--- src/rtl/lf_pkg.sv ---
package lf_pkg;

    // Order in which the words of a line are requested from memory
    typedef enum logic {
        ORD_LINEAR = 1'b0,
        ORD_WRAP   = 1'b1
    } fill_order_e;

endpackage

--- src/rtl/lf_order.sv ---
// Maps a request/response slot number to a word offset inside the line.
module lf_order #(
    parameter int OFF_W = 2
) (
    input  logic [OFF_W-1:0]   crit,
    input  logic [OFF_W-1:0]   slot,
    input  lf_pkg::fill_order_e order,
    output logic [OFF_W-1:0]   word
);

    always_comb begin
        unique case (order)
            lf_pkg::ORD_WRAP: word = crit + slot;  // wraps modulo the line size
            default:          word = slot;
        endcase
    end

endmodule

--- src/rtl/lf_mask.sv ---
// Per-word presence mask of the line being filled.
module lf_mask #(
    parameter int WORDS = 4
) (
    input  logic                      clk,
    input  logic                      rst_n,
    input  logic                      clear,
    input  logic                      set_en,
    input  logic [$clog2(WORDS)-1:0]  set_idx,
    output logic [WORDS-1:0]          mask,
    output logic                      full
);

    localparam int IDX_W = $clog2(WORDS);

    logic [WORDS-1:0] mask_d, mask_q;

    always_comb begin
        mask_d = mask_q;
        if (clear) begin
            mask_d = '0;
        end else if (set_en) begin
            for (int i = 0; i < WORDS; i++) begin
                if (set_idx == IDX_W'(i)) begin
                    mask_d[i] = 1'b1;
                end
            end
        end
    end

    always_ff @(posedge clk) begin
        if (!rst_n) begin
            mask_q <= '0;
        end else begin
            mask_q <= mask_d;
        end
    end

    assign mask = mask_q;
    assign full = &mask_q;

    // between clears a written word never loses its present bit
    mask_grow_chk: assert property (@(posedge clk) disable iff (!rst_n)
        !clear |=> ((mask_q & $past(mask_q)) == $past(mask_q)));

    // one write adds at most one present bit
    mask_step_chk: assert property (@(posedge clk) disable iff (!rst_n)
        !clear |=> ($countones(mask_q) <= $countones($past(mask_q)) + 1));

endmodule

--- src/rtl/lf_probe.sv ---
// Decides whether a concurrent access must wait for the fill.
module lf_probe #(
    parameter int ADDR_W = 16,
    parameter int WORDS  = 4
) (
    input  logic                              clk,
    input  logic                              rst_n,
    input  logic                              acc_valid,
    input  logic [ADDR_W-1:0]                 acc_addr,
    input  logic                              active,
    input  logic [ADDR_W-$clog2(WORDS)-1:0]   line,
    input  logic [WORDS-1:0]                  mask,
    output logic                              stall
);

    localparam int OFF_W  = $clog2(WORDS);
    localparam int LINE_W = ADDR_W - OFF_W;

    logic [LINE_W-1:0] acc_line;
    logic [OFF_W-1:0]  acc_word;
    logic [WORDS-1:0]  word_hit;
    logic              same_line;
    logic              present;

    assign acc_line  = acc_addr[ADDR_W-1:OFF_W];
    assign acc_word  = acc_addr[OFF_W-1:0];
    assign same_line = (acc_line == line);

    genvar g;
    generate
        for (g = 0; g < WORDS; g++) begin : g_word
            assign word_hit[g] = (acc_word == OFF_W'(g)) && mask[g];
        end
    endgenerate

    assign present = |word_hit;
    assign stall   = acc_valid && active && same_line && !present;

    // a probe of a word the mask already holds never waits
    probe_present_chk: assert property (@(posedge clk) disable iff (!rst_n)
        present |-> !stall);

endmodule

--- src/rtl/lf_fill.sv ---
// Line-fill engine: wrap or ascending word order, early forward of the missed word.
module lf_fill #(
    parameter int ADDR_W = 16,
    parameter int DATA_W = 32,
    parameter int WORDS  = 4
) (
    input  logic              clk,
    input  logic              rst_n,
    input  logic              miss_valid,
    input  logic [ADDR_W-1:0] miss_addr,
    input  logic              miss_wrap,
    output logic              busy,
    output logic              mem_req_valid,
    input  logic              mem_req_ready,
    output logic [ADDR_W-1:0] mem_req_addr,
    input  logic              mem_rsp_valid,
    input  logic [DATA_W-1:0] mem_rsp_data,
    output logic              cpu_valid,
    output logic [DATA_W-1:0] cpu_data,
    output logic              arr_we,
    output logic [ADDR_W-1:0] arr_addr,
    output logic [DATA_W-1:0] arr_data,
    output logic              line_done,
    input  logic              acc_valid,
    input  logic [ADDR_W-1:0] acc_addr,
    output logic              acc_stall
);

    localparam int OFF_W  = $clog2(WORDS);
    localparam int LINE_W = ADDR_W - OFF_W;
    localparam int CNT_W  = OFF_W + 1;
    localparam logic [CNT_W-1:0] LAST = CNT_W'(WORDS - 1);
    localparam logic [CNT_W-1:0] FULL = CNT_W'(WORDS);

    typedef struct packed {
        logic                busy;
        lf_pkg::fill_order_e order;
        logic [LINE_W-1:0]   line;
        logic [OFF_W-1:0]    crit;
        logic [CNT_W-1:0]    req_cnt;
        logic [CNT_W-1:0]    rsp_cnt;
        logic                done;
    } fill_st_t;

    fill_st_t st_d, st_q;

    logic             accept;
    logic             req_fire;
    logic             rsp_take;
    logic             last_rsp;
    logic [OFF_W-1:0] req_word;
    logic [OFF_W-1:0] rsp_word;
    logic [WORDS-1:0] mask;
    logic             mask_full;

    // Word offsets for the next request and for the response being taken
    lf_order #(.OFF_W(OFF_W)) u_req_order (
        .crit  (st_q.crit),
        .slot  (st_q.req_cnt[OFF_W-1:0]),
        .order (st_q.order),
        .word  (req_word)
    );

    lf_order #(.OFF_W(OFF_W)) u_rsp_order (
        .crit  (st_q.crit),
        .slot  (st_q.rsp_cnt[OFF_W-1:0]),
        .order (st_q.order),
        .word  (rsp_word)
    );

    assign accept   = miss_valid && !st_q.busy;
    assign req_fire = mem_req_valid && mem_req_ready;
    assign rsp_take = mem_rsp_valid && st_q.busy && (st_q.rsp_cnt < FULL);
    assign last_rsp = rsp_take && (st_q.rsp_cnt == LAST);

    always_comb begin
        st_d      = st_q;
        st_d.done = 1'b0;
        if (accept) begin
            st_d.busy    = 1'b1;
            st_d.order   = lf_pkg::fill_order_e'(miss_wrap);
            st_d.line    = miss_addr[ADDR_W-1:OFF_W];
            st_d.crit    = miss_addr[OFF_W-1:0];
            st_d.req_cnt = '0;
            st_d.rsp_cnt = '0;
        end else if (st_q.busy) begin
            if (req_fire) begin
                st_d.req_cnt = st_q.req_cnt + 1'b1;
            end
            if (rsp_take) begin
                st_d.rsp_cnt = st_q.rsp_cnt + 1'b1;
            end
            if (last_rsp) begin
                st_d.busy = 1'b0;
                st_d.done = 1'b1;
            end
        end
    end

    always_ff @(posedge clk) begin
        if (!rst_n) begin
            st_q <= '0;
        end else begin
            st_q <= st_d;
        end
    end

    lf_mask #(.WORDS(WORDS)) u_mask (
        .clk     (clk),
        .rst_n   (rst_n),
        .clear   (accept),
        .set_en  (rsp_take),
        .set_idx (rsp_word),
        .mask    (mask),
        .full    (mask_full)
    );

    lf_probe #(.ADDR_W(ADDR_W), .WORDS(WORDS)) u_probe (
        .clk       (clk),
        .rst_n     (rst_n),
        .acc_valid (acc_valid),
        .acc_addr  (acc_addr),
        .active    (st_q.busy),
        .line      (st_q.line),
        .mask      (mask),
        .stall     (acc_stall)
    );

    assign busy          = st_q.busy;
    assign mem_req_valid = st_q.busy && (st_q.req_cnt < FULL);
    assign mem_req_addr  = {st_q.line, req_word};
    assign arr_we        = rsp_take;
    assign arr_addr      = {st_q.line, rsp_word};
    assign arr_data      = mem_rsp_data;
    assign cpu_valid     = rsp_take && (rsp_word == st_q.crit);
    assign cpu_data      = mem_rsp_data;
    assign line_done     = st_q.done;


    busy_ignore_chk: assert property (@(posedge clk) disable iff (!rst_n)
        (st_q.busy && miss_valid && !last_rsp) |=> ($stable(st_q.line) && $stable(st_q.crit)));


    req_hold_chk: assert property (@(posedge clk) disable iff (!rst_n)
        (mem_req_valid && !mem_req_ready) |=> (mem_req_valid && $stable(mem_req_addr)));


    done_idle_chk: assert property (@(posedge clk) disable iff (!rst_n)
        line_done |-> (!busy && mask_full));


    done_pulse_chk: assert property (@(posedge clk) disable iff (!rst_n)
        line_done |=> !line_done);


    write_busy_chk: assert property (@(posedge clk) disable iff (!rst_n)
        (arr_we || cpu_valid) |-> busy);


    done_nostall_chk: assert property (@(posedge clk) disable iff (!rst_n)
        line_done |-> !acc_stall);

endmodule

--- config.mk ---
export PLATFORM = sky130hd
export DESIGN_NAME = lf_fill
export DESIGN_NICKNAME = d
export VERILOG_FILES = /design/src/rtl/lf_pkg.sv /design/src/rtl/lf_order.sv /design/src/rtl/lf_mask.sv /design/src/rtl/lf_probe.sv /design/src/rtl/lf_fill.sv
export SDC_FILE = /design/constraint.sdc
export NUM_CORES = 1
export LEC_CHECK = 0
export BUFFER_PORTS_ARGS = -buffer_cell sky130_fd_sc_hd__buf_4
export CAP_MARGIN = 20
export CORE_MARGIN = 3
export CORE_UTILIZATION = 35
export DETAILED_ROUTE_END_ITERATION = 7
export GPL_ROUTABILITY_DRIVEN = 0
export HOLD_SLACK_MARGIN = 0.15
export PLACE_DENSITY_LB_ADDON = 0.25
export SLEW_MARGIN = 10
export SYNTH_ARGS = -nofsm -noshare
export SYNTH_HDL_FRONTEND = slang
export SYNTH_SLANG_ARGS = --single-unit
--- constraint.sdc ---
create_clock -name clk -period 1.24 [get_ports clk]
set_clock_uncertainty 0.05 [all_clocks]
set_input_delay 0.124 -clock clk [delete_from_list [all_inputs] [get_ports clk]]
set_output_delay 0.124 -clock clk [all_outputs]
set_load 0.1 [all_outputs]
== After elaboration in Yosys (flattened, before gate mapping) ==
Cells that the tools add are included.
Storage, ports and cells
  register bits: 29
  bits of input ports: 71
  output and inout bits: 102
  logic and storage cells: 61
Cells by class
  add/subtract/negate cells: 4
  $lt $le $gt $ge: 2
  equality and inequality tests: 9
  mux-type cells: 6
  bitwise gates (word level): 2
  reduce and logical (&&, ||, !) cells: 27
Operators with widths (count)
  $eq 14x14->1: 1
  $logic_and 1x1->1: 14
  $reduce_and 2->1: 6
  $eq 2x2->1 const B: 4
  $add 3x1->3 const B: 2
  $lt 3x3->1 const B: 2
  $add 2x2->2: 2
  $eq 2x1->1 const B: 2
  $logic_not 2->1: 2
  $mux 1: 4
  $mux 2: 2
  $reduce_or 4->1: 1
  $eq 3x2->1 const B: 1
  $reduce_or 3->1: 1
  $eq 2x2->1: 1
  $logic_not 1->1: 2
  $not 1->1: 2
  $reduce_or 2->1: 1

== Logic depth before layout (Yosys ltp) ==
  depth in word-level cells: 6
  depth in mapped cells: 6
  gate-level depth less buffers: 6

== By module ==
A second synthesis with hierarchy kept.
Unflattened totals
  cells, all modules: 252
  area, all modules: 2178.3 µm²
By module, submodules not included
  lf_fill: times used 1, cells each 203, area an instance 1746.7 µm², sequential area each 500.5 µm²
  lf_probe: times used 1, cells each 21, area an instance 186.4 µm², sequential area each 0.0 µm²
  lf_mask: times used 1, cells each 18, area an instance 155.1 µm², sequential area each 80.1 µm²
  lf_order: times used 2, cells each 5, area an instance 45.0 µm², sequential area each 0.0 µm²

== Worst setup path before layout ==
Ideal clock, no wire load.
  path type: flip-flop to output port
  from: register st_q (netlist bit busy)
  to: output cpu_valid
  arrival: 3.521 ns
  data required time: 1.066 ns
  slack: -2.455 ns
  stages on the path, launching flop included: 3
  path buffers: 0
  path through: dfxtp_1 > nand3b_2 > nor3_1
Between the ends
  cells in the longest elaborated chain, start to end: 3
Ends and longest elaborated chain
  from (decl): RTL line lf_fill.sv:45  | fill_st_t st_d, st_q;
  from (signal assigned): RTL line lf_fill.sv:104  | st_q <= st_d;
  $logic_and 1x1->1 (2 in a row): RTL line lf_fill.sv:73  | assign rsp_take = mem_rsp_valid && st_q.busy && (st_q.rsp_cnt < FULL);
  $logic_and 1x1->1: RTL line lf_fill.sv:135  | assign cpu_valid = rsp_take && (rsp_word == st_q.crit);
  to (decl): RTL line lf_fill.sv:18  | output logic cpu_valid,
Every way passes these cells.

== Worst setup path after layout ==
  from: register st_q[1] in the netlist's numbering
  to: output cpu_valid
Between the ends
  cells in the longest elaborated chain, start to end: 4
  elaborated cells between the ends (all ways): 6
  those cells by class: add/sub (1); order compare (1); eq/ne (1); mux (1); reduce/logical (2)
Ends and longest elaborated chain
  $add 2x2->2: RTL line lf_order.sv:13  | lf_pkg::ORD_WRAP: word = crit + slot;
  $mux 2: RTL line lf_order.sv:12  | unique case (order)
  $eq 2x2->1: RTL line lf_fill.sv:135
  $logic_and 1x1->1 (*): RTL line lf_fill.sv:135
Mark *: on every way between the ends. The rest lies on a longest branch, timed or not.

==> flow_summary.json <==
{
  "path_class": "flip-flop to primary output",
  "layout_commonest_cell": "buf_4",
  "fp.dieH_microns": 82.73,
  "n_fill_cell": 481,
  "place_area_sq_um": 2337,
  "required_ps": 1070,
  "synthAdderAreaFrac_pct": 3.036,
  "synthCells": 224,
  "seq_area_frac_synth_pct": 28.17,
  "cpPeakStageDelay_ps": 340,
  "p_leak_uw": 0.001397,
  "hold_path_class": "primary input to flip-flop",
  "grt_pass1_wl_microns": 7113,
  "antenna-diode-count": 0,
  "synth-edff-count": 0,
  "setup_viol": 14,
  "synth.avg_cell_area_sq_um": 9.200,
  "layout_common_cells": "77 x buf_4, 28 x buf_6, 21 x dfxtp_1, 19 x dlygate4sd3_1, 17 x a22o_1",
  "power.density_nw_per_um2": 1103,
  "cts.clk_slew.worst_paths_ps": 70,
  "cp_slowest_cell": "dfxtp_2",
  "row_count": 27,
  "yosysWarnings": 0,
  "synth_compound_area_share_pct": 9.957,
  "ant_nets": 0,
  "multi_input_area_sq_um": 934.6,
  "hold_violations": 0,
  "tightestPinTransition_ps": 308.8,
  "ys.flop_type": "dfxtp_1",
  "routedWlPerCell_microns": 14.20,
  "grt_pass1_vias": 1503,
  "drc": 0,
  "rsz0062_at_grt": "true",
  "async_flop_share_pct": 0,
  "grt_usage_pct": 13.77,
  "startpoint_type": "flip-flop",
  "outcome": "finished with violations",
  "layout-drive-gt1-share_pct": 61.17,
  "fin_crit_ps": 1829,
  "fmax_mhz": 546.8,
  "finalInstanceArea_sq_um": 3044,
  "slew_headroom_pct": 79.39,
  "critPathMaxFanout": 2,
  "power_uw": 3358,
  "dieArea_sq_um": 6844,
  "cp.arrival_ps": 1650,
  "cts-root-buf": "clkbuf_8",
  "period_share_pct": 147.5,
  "ir_worst_vdd_v": 0.0005907,
  "grt_overflow": 0,
  "ys_types": 35,
  "viasPerCell": 4.449,
  "synthSimpleGateAreaFrac_pct": 10.87,
  "synth_area_sq_um": 2061,
  "final_nets": 348,
  "numClockSinks": 29,
  "cp-end-kind": "primary output",
  "cts_tree": "built",
  "crit_buf_inv": 1,
  "start_util_pct": 36.75,
  "portBuffers": 76,
  "cap_violations": 0,
  "synth_mux_area_share_pct": 2.854,
  "grt_max_degree": 23,
  "synth_top_family_by_area": "buffers and inverters",
  "crit_chain": "ha_4 -> mux2_4 -> xor2_1 -> nor3_4 -> buf_12",
  "io-pin-count": 173,
  "cts_buffers": 5,
  "violations": "setup timing",
  "vias": 1535,
  "dp.cells": 303,
  "layout.cells.non_filler": 345,
  "die_w_microns": 82.73,
  "drv_slew": 0,
  "cts.path.max_buffers": 2,
  "clk_latency_ps": 270,
  "dr.pass1.iters": 4,
  "setup_tns_ps": -3857,
  "ys_ff_latch": 29,
  "drt-total-wl_microns": 4900,
  "synth_xor_xnor_area_share_pct": 8.925,
  "dpl_worst_slack_ps": -393.9,
  "coreArea_sq_um": 5608,
  "drt_iter0_drc": 33,
  "seqCellArea_sq_um": 593.1,
  "syn_nets": 300,
  "post-dp-hpwl_microns": 3268,
  "cp_top_family": "flip-flops",
  "antenna_found_initial": 0,
  "area_delta_synth_final_pct": 47.72,
  "layout_setup_ws_ps": -588.8,
  "h-tree-depth": 2
}
[metal layers]
metal	vias to the layer above	share of wire [%]	wire length, microns	GRT usage [%]
li1	754	-	-	-
met1	689	40	1938	15.72
met2	73	48	2337	23.72
met3	19	10	505	4.013
met4	0	2.4	119	6.046
met5	-	0	0	0
[worst paths after layout]
check        slack [ps]        endpoint      startpoint  cells past startpoint
max reg2reg        -270  u_mask.mask[0]         st_q[1]                      7
min reg2reg         410  u_mask.mask[0]  u_mask.mask[0]                      2
min                 190         st_q[3]   mem_rsp_valid                      5
max                -590       cpu_valid         st_q[1]                      5
[timing repair]
item	in CTS	in global routing
resized for setup	38	36
pin swaps	14	15
hold buffers	19	0
hold endpoints to repair	21	0
gates cloned	0	3
setup buffers	9	5
setup endpoints to repair	14	37
[sequential cells by signal, summed over array words and instances (netlist names)]
name	count
u_mask.mask	4
arr_addr	14
busy	1
st_q	9
line_done	1
[power breakdown]
part | total [uW] | switching [uW] | leakage [uW] | internal [uW]
clock network | 862 | 361 | 0.0000542 | 501
registers | 1030 | 47.6 | 0.000240 | 986
logic | 1460 | 903 | 0.00110 | 560
total | 3360 | 1310 | 0.00140 | 2050
[worst reg2reg max path, stage by stage, from the launching register on]
cell and delay (ps):
dfxtp_2 340, ha_4 220, mux2_4 270, buf_6 130
buf_6 110, nor2_4 80, nand3b_1 100, a21oi_2 130
[stage by stage]
step           hold slack [ps]  util [%]
3_5_place_dp             199.0     41.68
3_3_place_gp             199.0     41.68
6_report                 188.7     54.28
2_1_floorplan            196.7         -
4_1_cts                  196.1     50.87
5_1_grt                  198.2     54.28
[layout make-up]
| cell class | count | share of cell area (%) |
|---|---|---|
| Clock buffer | 7 | 3.165 |
| Inverter | 5 | 1.274 |
| Clock inverter | 1 | 0.1644 |
| Multi-Input combinational cell | 97 | 30.70 |
| Tap cell | 72 | 2.959 |
| Timing Repair Buffer | 134 | 42.25 |
| Sequential cell | 29 | 19.48 |
[cells in the mapped netlist (2+ instances only)]
library cell   n  area [sq um]
buf_4         92         690.7
dfxtp_1       29         580.6
a22o_1        17         148.9
nand2_1       13         48.80
xor2_1        11         96.34
xnor2_1       10         87.58
nor2_1         8         30.03
ha_1           5         62.56
a21oi_1        3         15.01
inv_1          3         11.26
nand4_1        3         18.77
buf_2          2         10.01
inv_2          2         7.510
nand3_1        2         10.01
nand3b_1       2         15.01
nor2_4         2         22.52
o21ai_1        2         10.01
[cell families (layout without fill, tap and decap cells)]
family	after synthesis	in the layout
AND/OR/NAND/NOR	38	41
AO/OA/AOI/OAI	26	26
flip-flops	29	29
adder cells (fa/ha/maj)	5	5
XOR/XNOR	21	21
buffers and inverters	101	147
multiplexers	4	4
No activity file was read; power rests on OpenSTA's default activity.
